[config.mk]
export PLATFORM = sky130hd
export DESIGN_NAME = tod_leap_counter
export DESIGN_NICKNAME = d
export VERILOG_FILES = /design/src/rtl/tod_leap_counter.sv
export SDC_FILE = /design/constraint.sdc
export NUM_CORES = 1
export LEC_CHECK = 0
export CAP_MARGIN = 20
export CORE_UTILIZATION = 39
export DETAILED_ROUTE_END_ITERATION = 6
export PLACE_DENSITY = 0.69
export SLEW_MARGIN = 15
export SYNTH_ARGS = -nofsm -noshare
export SYNTH_HDL_FRONTEND = slang
export SYNTH_SLANG_ARGS = --single-unit
export TNS_END_PERCENT = 5
[constraint.sdc]
create_clock -name clk -period 4.6 [get_ports clk]
set_input_delay 0.92 -clock clk [delete_from_list [all_inputs] [get_ports clk]]
set_output_delay 0.92 -clock clk [all_outputs]
set_load 0.05 [all_outputs]
[src/rtl/tod_leap_counter.sv]
module tod_leap_counter (
  input  logic       clk,
  input  logic       rst_n,
  input  logic       tick,
  input  logic       load,
  input  logic [4:0] load_hour,
  input  logic [5:0] load_minute,
  input  logic [5:0] load_second,
  input  logic       arm_insert,
  input  logic       arm_delete,
  output logic [4:0] hour,
  output logic [5:0] minute,
  output logic [5:0] second,
  output logic [7:0] hour_bcd,
  output logic [7:0] minute_bcd,
  output logic [7:0] second_bcd,
  output logic       day_rollover,
  output logic       insert_pending,
  output logic       delete_pending,
  output logic       arm_conflict,
  output logic       load_error
);

  function automatic logic [7:0] to_bcd(input logic [5:0] v);
    logic [5:0] t, u;
    t = v / 6'd10;
    u = v - t * 6'd10;
    return {t[3:0], u[3:0]};
  endfunction

  logic last_min, load_ok, step, to_leap, from_leap, early_end, sec_wrap, min_wrap, hour_wrap;

  assign last_min  = (hour == 5'd23) && (minute == 6'd59);
  assign load_ok   = (load_hour < 5'd24) && (load_minute < 6'd60) && (load_second < 6'd60);
  assign step      = tick && !load;
  assign from_leap = second == 6'd60;
  assign to_leap   = insert_pending && last_min && (second == 6'd59);
  assign early_end = delete_pending && last_min && (second == 6'd58);
  assign sec_wrap  = second == 6'd59;
  assign min_wrap  = minute == 6'd59;
  assign hour_wrap = hour == 5'd23;

  always_ff @(posedge clk) begin
    if (!rst_n) begin
      hour <= '0;
      minute <= '0;
      second <= '0;
      day_rollover <= 1'b0;
      load_error <= 1'b0;
    end else begin
      day_rollover <= 1'b0;
      load_error <= 1'b0;
      if (load) begin
        if (load_ok) begin
          hour <= load_hour;
          minute <= load_minute;
          second <= load_second;
        end else begin
          load_error <= 1'b1;
        end
      end else if (tick) begin
        if (from_leap || early_end) begin
          hour <= '0;
          minute <= '0;
          second <= '0;
          day_rollover <= 1'b1;
        end else if (to_leap) begin
          second <= 6'd60;
        end else if (!sec_wrap) begin
          second <= second + 6'd1;
        end else begin
          second <= '0;
          if (!min_wrap) begin
            minute <= minute + 6'd1;
          end else begin
            minute <= '0;
            if (!hour_wrap) begin
              hour <= hour + 5'd1;
            end else begin
              hour <= '0;
              day_rollover <= 1'b1;
            end
          end
        end
      end
    end
  end

  always_ff @(posedge clk) begin
    if (!rst_n) begin
      insert_pending <= 1'b0;
      delete_pending <= 1'b0;
      arm_conflict <= 1'b0;
    end else begin
      arm_conflict <= arm_insert && arm_delete;
      if (arm_insert && !arm_delete) begin
        insert_pending <= 1'b1;
        delete_pending <= 1'b0;
      end else if (arm_delete && !arm_insert) begin
        delete_pending <= 1'b1;
        insert_pending <= 1'b0;
      end else begin
        if (step && from_leap) insert_pending <= 1'b0;
        if (step && early_end) delete_pending <= 1'b0;
      end
    end
  end

  assign hour_bcd   = to_bcd({1'b0, hour});
  assign minute_bcd = to_bcd(minute);
  assign second_bcd = to_bcd(second);

  p_leap_place_r4: assert property (@(posedge clk) disable iff (!rst_n)
    (second == 6'd60) |-> (hour == 5'd23 && minute == 6'd59));
  p_roll_midnight_r11: assert property (@(posedge clk) disable iff (!rst_n)
    day_rollover |-> (hour == 5'd0 && minute == 6'd0 && second == 6'd0));
  p_roll_single_r11: assert property (@(posedge clk) disable iff (!rst_n)
    day_rollover |=> !day_rollover);
  p_pend_excl_r12: assert property (@(posedge clk) disable iff (!rst_n)
    !(insert_pending && delete_pending));
  p_reject_hold_r9: assert property (@(posedge clk) disable iff (!rst_n)
    load_error |-> (hour == $past(hour) && minute == $past(minute) && second == $past(second)));
  p_sec_range_r2: assert property (@(posedge clk) disable iff (!rst_n)
    (second <= 6'd60 && minute <= 6'd59 && hour <= 5'd23));

endmodule

## Word level (Yosys, flattened, before mapping)

Cells that the tools add are included.
W data, S select, Z words.

| storage, ports and cells | value |
|---|---|
| register bits after elaboration | 22 |
| bits of input ports | 23 |
| output and inout bits | 46 |
| logic and storage cells | 92 |

| operators by class | value |
|---|---|
| add/sub/neg operators | 6 |
| multiply operators | 3 |
| div/mod/pow operators | 3 |
| order comparisons | 3 |
| equal/unequal tests | 7 |
| muxes and demuxes | 32 |
| bitwise gates (word level) | 2 |
| reduce and logical (&&, ||, !) cells | 28 |

Operator list:

| operator | number |
|---|---|
| $mux W6 | 13 |
| $mux W5 | 8 |
| $eq A6 B6 Y1 const B | 4 |
| $mul A6 B3 Y3 const B | 3 |
| $logic_and A1 B1 Y1 | 13 |
| $add A6 B1 Y6 const B | 2 |
| $div A6 B4 Y6 const B | 2 |
| $lt A6 B6 Y1 const B | 2 |
| $sub A4 B4 Y4 | 3 |
| $mux W1 | 11 |
| $reduce_bool A3 Y1 | 3 |
| $div A5 B4 Y6 const B | 1 |
| $add A5 B1 Y5 const B | 1 |
| $eq A5 B5 Y1 const B | 1 |
| $lt A5 B5 Y1 const B | 1 |
| $reduce_and A5 Y1 | 1 |
| $reduce_and A2 Y1 | 2 |
| $reduce_and A4 Y1 | 1 |
| $reduce_bool A2 Y1 | 2 |
| $logic_not A1 Y1 | 3 |
| $ne A3 B2 Y1 const B | 1 |
| $reduce_or A3 Y1 | 1 |
| $ne A2 B1 Y1 const B | 1 |
| $not A1 Y1 | 2 |
| other kinds (2) | 2 |

## Logic depth before layout (Yosys ltp)

Gate-level depths: netlist of the first run.

| logic depth | value |
|---|---|
| depth after elaboration | 8 |
| gate-level depth with buffers | 16 |
| gate-level depth less buffers | 15 |

## Least setup slack after synthesis of the first run

OpenSTA, ideal clock, no wires.

| path | value |
|---|---|
| path kind | flip-flop to output port |
| start | register second[5] |
| end | output second_bcd[3] |
| data arrival time | 5.791 ns |
| data required time | 3.680 ns |
| setup slack | -2.111 ns |
| stages on the path, launching flop included | 15 |
| buffers on the path | 1 |
| path through | dfxtp_1 -> clkbuf_1 -> nor2b_1 -> nor2_1 -> a31oi_1 -> inv_1 -> ha_1 -> nand3_1 -> a221oi_1 -> o21ai_0 -> ha_1 -> inv_1 -> fa_1 -> xnor2_1 -> xnor2_1 |

| on the way | value |
|---|---|
| word-level cells in the longest chain between the ends | 3 |

Ends and longest elaborated chain:

| item | line | RTL |
|---|---|---|
| start, declared | 13 | `output logic [5:0] second,` |
| start signal, assigned | 57 | `second <= load_second;` |
| start signal, assigned | 70 | `second <= second + 6'd1;` |
| $div A6 B4 Y6 | 26 | `t = v / 6'd10;` |
| net second_bcd[5] | 16 | `output logic [7:0] second_bcd,` |
| $mul A6 B3 Y3 | 27 | `u = v - t * 6'd10;` |
| $sub A4 B4 Y4 | 27 |  |
| end, declared | 16 |  |

The timed path passes the listed nets, and every way through them passes these cells.

## Worst setup path in the final report of the first run

| path | value |
|---|---|
| start | register second[5] |
| end | output second_bcd[1] |

| on the way | value |
|---|---|
| word-level cells in the longest chain between the ends | 3 |

Ends and longest elaborated chain:

| item | line |
|---|---|
| $div A6 B4 Y6 | 26 |
| $mul A6 B3 Y3 | 27 |
| $sub A4 B4 Y4 | 27 |

Every way passes these cells.

==> qor.yml, run 1 <==
run_status:
  outcome: "finished clean"
floorplan:
  initial_core_util_pct: 40.6
  coreArea_um2: 5540
  pin_count: 69
  rows: 27
  die_area_um2: 6080
  die_h_um: 78.0
  die_x_um: 78.0
clocking:
  root_buffer: "clkbuf_8"
  cts_buffer_depth: 2
  cts_sinks: 22
  numCtsBuffers: 3
  cts_tree: "built"
  ctsHoldBuffers: 0
  clock_latency_ns: 0.27
  cts_resized: 0
  cts_setup_buffers: 0
  h-tree-depth: 1
  clkTransAtPathRegs_ns: 0.09
sta:
  slew_viol_final: 0
  setup_viol: 0
  hold_viol_final: 0
  hold_ws_ns: 0.563
  min_period_ns: 4.28
  clock_skew_ns: 0.00285
  fmax_ghz: 0.234
  period_share_pct: 93.0
  fin_tns_setup_ns: 0
  rsz0062_at_grt: "false"
  slew_headroom_pct: 58.8
  tightestPinTransition_ns: 0.614
placement:
  placed_cell_area_um2: 2960
  gp_congestion: 0.888
  dp_hpwl_mm: 4.31
  port_buffers: 64
  dp.cells: 410
routing:
  ant_nets: 0
  wl_per_cell_um: 14.1
  drc: 0
  dr.pass1.iters: 6
  vias: 2249
  routed_via_density: 5.43
  wl_mm: 5.82
  first_iter_violations: 110
finish:
  final_util_pct: 55.0
  n_antenna_cell: 0
  fin_nets: 390
  fin_cells: 414
  finish.instance_area_um2: 3050
  area_delta_synth_final_pct: 35.5
  drive_above_1_share_pct: 11.1
  nFillCells: 532
synth:
  synth.ff_latch_count: 22
  synth.top_cell.area_share_pct: 19.6
  synthesis.area_um2: 2250
  synthCells: 293
  syn_area_per_cell_um2: 7.68
  synth_area_leaders: "dfxtp_1 20%, ha_1 12%, nand2_1 7.5%"
  yosysWarnings: 0
  synth_edf_count: 0
  synth_cell_types: 60
  synthArstFlopShare_pct: 0
  synthFlopType: "dfxtp_1"
  yosysMostFrequentCell: "nand2_1"
  ys_seq_area_share_pct: 19.6
  synth_largest_area_cell: "dfxtp_1"
  synthTopCellsByCount: "45 x nand2_1, 22 x dfxtp_1, 22 x inv_1"
grt:
  grtUsageTotal_pct: 20.0
  antenna_found_initial: 0
  grt_pass1_vias: 2094
  grt_pass1_wl_mm: 9.94
  gr-total-overflow: 0
  grt_max_degree: 21
job:
  maxCapViolations: 0
worst_setup_path:
  critical_path_class: "flip-flop to output port"
  cp_max_fo: 12
  arrival_ns: 3.36
  required_ns: 3.68
  crit_path_end_kind: "output port"
  crit_path_start_kind: "flip-flop"
worst_hold_path:
  hp-class: "flip-flop to flip-flop"
power:
  powerDensity_nw_per_um2: 273
  peakVddDrop_mv: 0.143
  p_leak_nw: 1.27
-- state kept, by name (all words and copies together), names as in the netlist --
register / count
insert_pending: 1
minute: 6
day_rollover: 1
hour: 5
load_error: 1
arm_conflict: 1
delete_pending: 1
second: 6
-- cell type report --
| cell class | instances | area [um^2] | share of cell area [%] |
|---|---|---|---|
| multi-input cells | 224 | 1640 | 53.8 |
| repair buffers | 70 | 711 | 23.3 |
| flip-flops and latches | 22 | 453 | 14.9 |
| well taps | 72 | 90.1 | 2.95 |
| inverters | 22 | 82.6 | 2.71 |
| clock buffers | 3 | 41.3 | 1.35 |
| clock inverters | 1 | 30.0 | 0.985 |
-- metal layers --
metal	wire length, um	vias up	track usage, %
li1	-	1118	-
met2	2700	92	32.6
met4	13	0	3.15
met1	2640	1037	27.9
met5	0	-	0
met3	460	2	3.65
-- cells in the final DEF, fill, tap and decap left out, types with 2 or more instances in the layout --
cell / instances
clkbuf_8: 3
nand2_1: 45
xor2_1: 2
xnor2_2: 2
o22ai_1: 4
inv_1: 22
a32o_1: 2
nand3_1: 16
buf_12: 2
a31oi_1: 4
o21ai_4: 2
fa_1: 3
nor3b_1: 6
dfxtp_1: 14
mux2i_1: 8
or3_1: 2
a21boi_0: 2
ha_1: 21
and2_1: 2
dlymetal6s2s_1: 3
clkdlybuf4s50_1: 58
o21ai_0: 12
dfxtp_2: 7
and3_1: 3
nand4_1: 8
nor2_1: 14
conb_1: 4
o21a_1: 2
nand2b_1: 3
nor2b_1: 5
o21ai_1: 2
o31ai_1: 2
a21oi_1: 4
buf_4: 7
a31o_2: 2
a211oi_1: 4
o41ai_1: 7
xnor2_1: 4
-- power breakdown --
part	switching, mW	total, mW	internal (mW)
sequential	0.0239	0.226	0.202
clock	0.0687	0.185	0.116
combinational	0.259	0.420	0.161
-- cells by family after synthesis --
| family | after synthesis | synth area share (%) |
|---|---|---|
| simple gates | 114 | 26.1 |
| compound gates | 63 | 20.0 |
| buf+inv | 50 | 11.8 |
| fa+ha+maj | 24 | 14.3 |
| flops | 22 | 19.6 |
| xor+xnor | 10 | 3.89 |
| mux | 9 | 4.06 |
| other cells | 1 | 0.167 |
-- path summary, 6_finish.rpt --
path / cells after the start / to / start / slack (ns)
worst max-delay path: 11 / second_bcd[1] / second[5] / 0.32
worst min-delay path: 2 / hour[1] / hour[1] / 0.56
worst max register to register: 6 / minute[2] / minute[0] / 2.15
worst min register to register: 2 / hour[1] / hour[1] / 0.56
-- per-stage QoR --
stage,setup slack (ns),total power [mW]
floorplan,-0.0613,0.528
global placement,0.347,0.647
detailed placement,0.290,0.650
CTS,0.00292,0.839
global route,0.0554,0.873
finish,0.320,0.831
-- critical path: stages, from the launching register on --
cell             delay (ns)
dfxtp_4                0.42
nor2b_1                0.33
nor2_1                 0.12
a31oi_4                0.16
inv_1                  0.09
ha_1                   0.27
nand3_1                0.08
a221oi_1               0.39
o21ai_4                0.11
ha_1                   0.28
inv_1                  0.05
clkdlybuf4s50_1        0.79
Note: power is estimated with default switching activity, not from simulation.
==> inputs of run 2 (changes only) <==
--- a/config.mk
+++ b/config.mk
@@ -7,6 +7,7 @@
 export LEC_CHECK = 0
 export CAP_MARGIN = 20
 export CORE_UTILIZATION = 39
+export CTS_CLUSTER_SIZE = 16
 export DETAILED_ROUTE_END_ITERATION = 6
 export PLACE_DENSITY = 0.69
 export SLEW_MARGIN = 15
==> results of run 2 <==
The final DEF is identical to that of run 1; final timing and power are the same.
==> inputs of run 3 (changes only) <==
--- a/config.mk
+++ b/config.mk
@@ -5,8 +5,10 @@
 export SDC_FILE = /design/constraint.sdc
 export NUM_CORES = 1
 export LEC_CHECK = 0
+export ABC_AREA = 0
 export CAP_MARGIN = 20
 export CORE_UTILIZATION = 39
+export CTS_BUF_LIST = sky130_fd_sc_hd__clkbuf_2 sky130_fd_sc_hd__clkbuf_4 sky130_fd_sc_hd__clkbuf_8
 export CTS_CLUSTER_SIZE = 16
 export DETAILED_ROUTE_END_ITERATION = 6
 export PLACE_DENSITY = 0.69
==> results of run 3 <==
The final DEF is identical to that of run 1; final timing and power are the same.
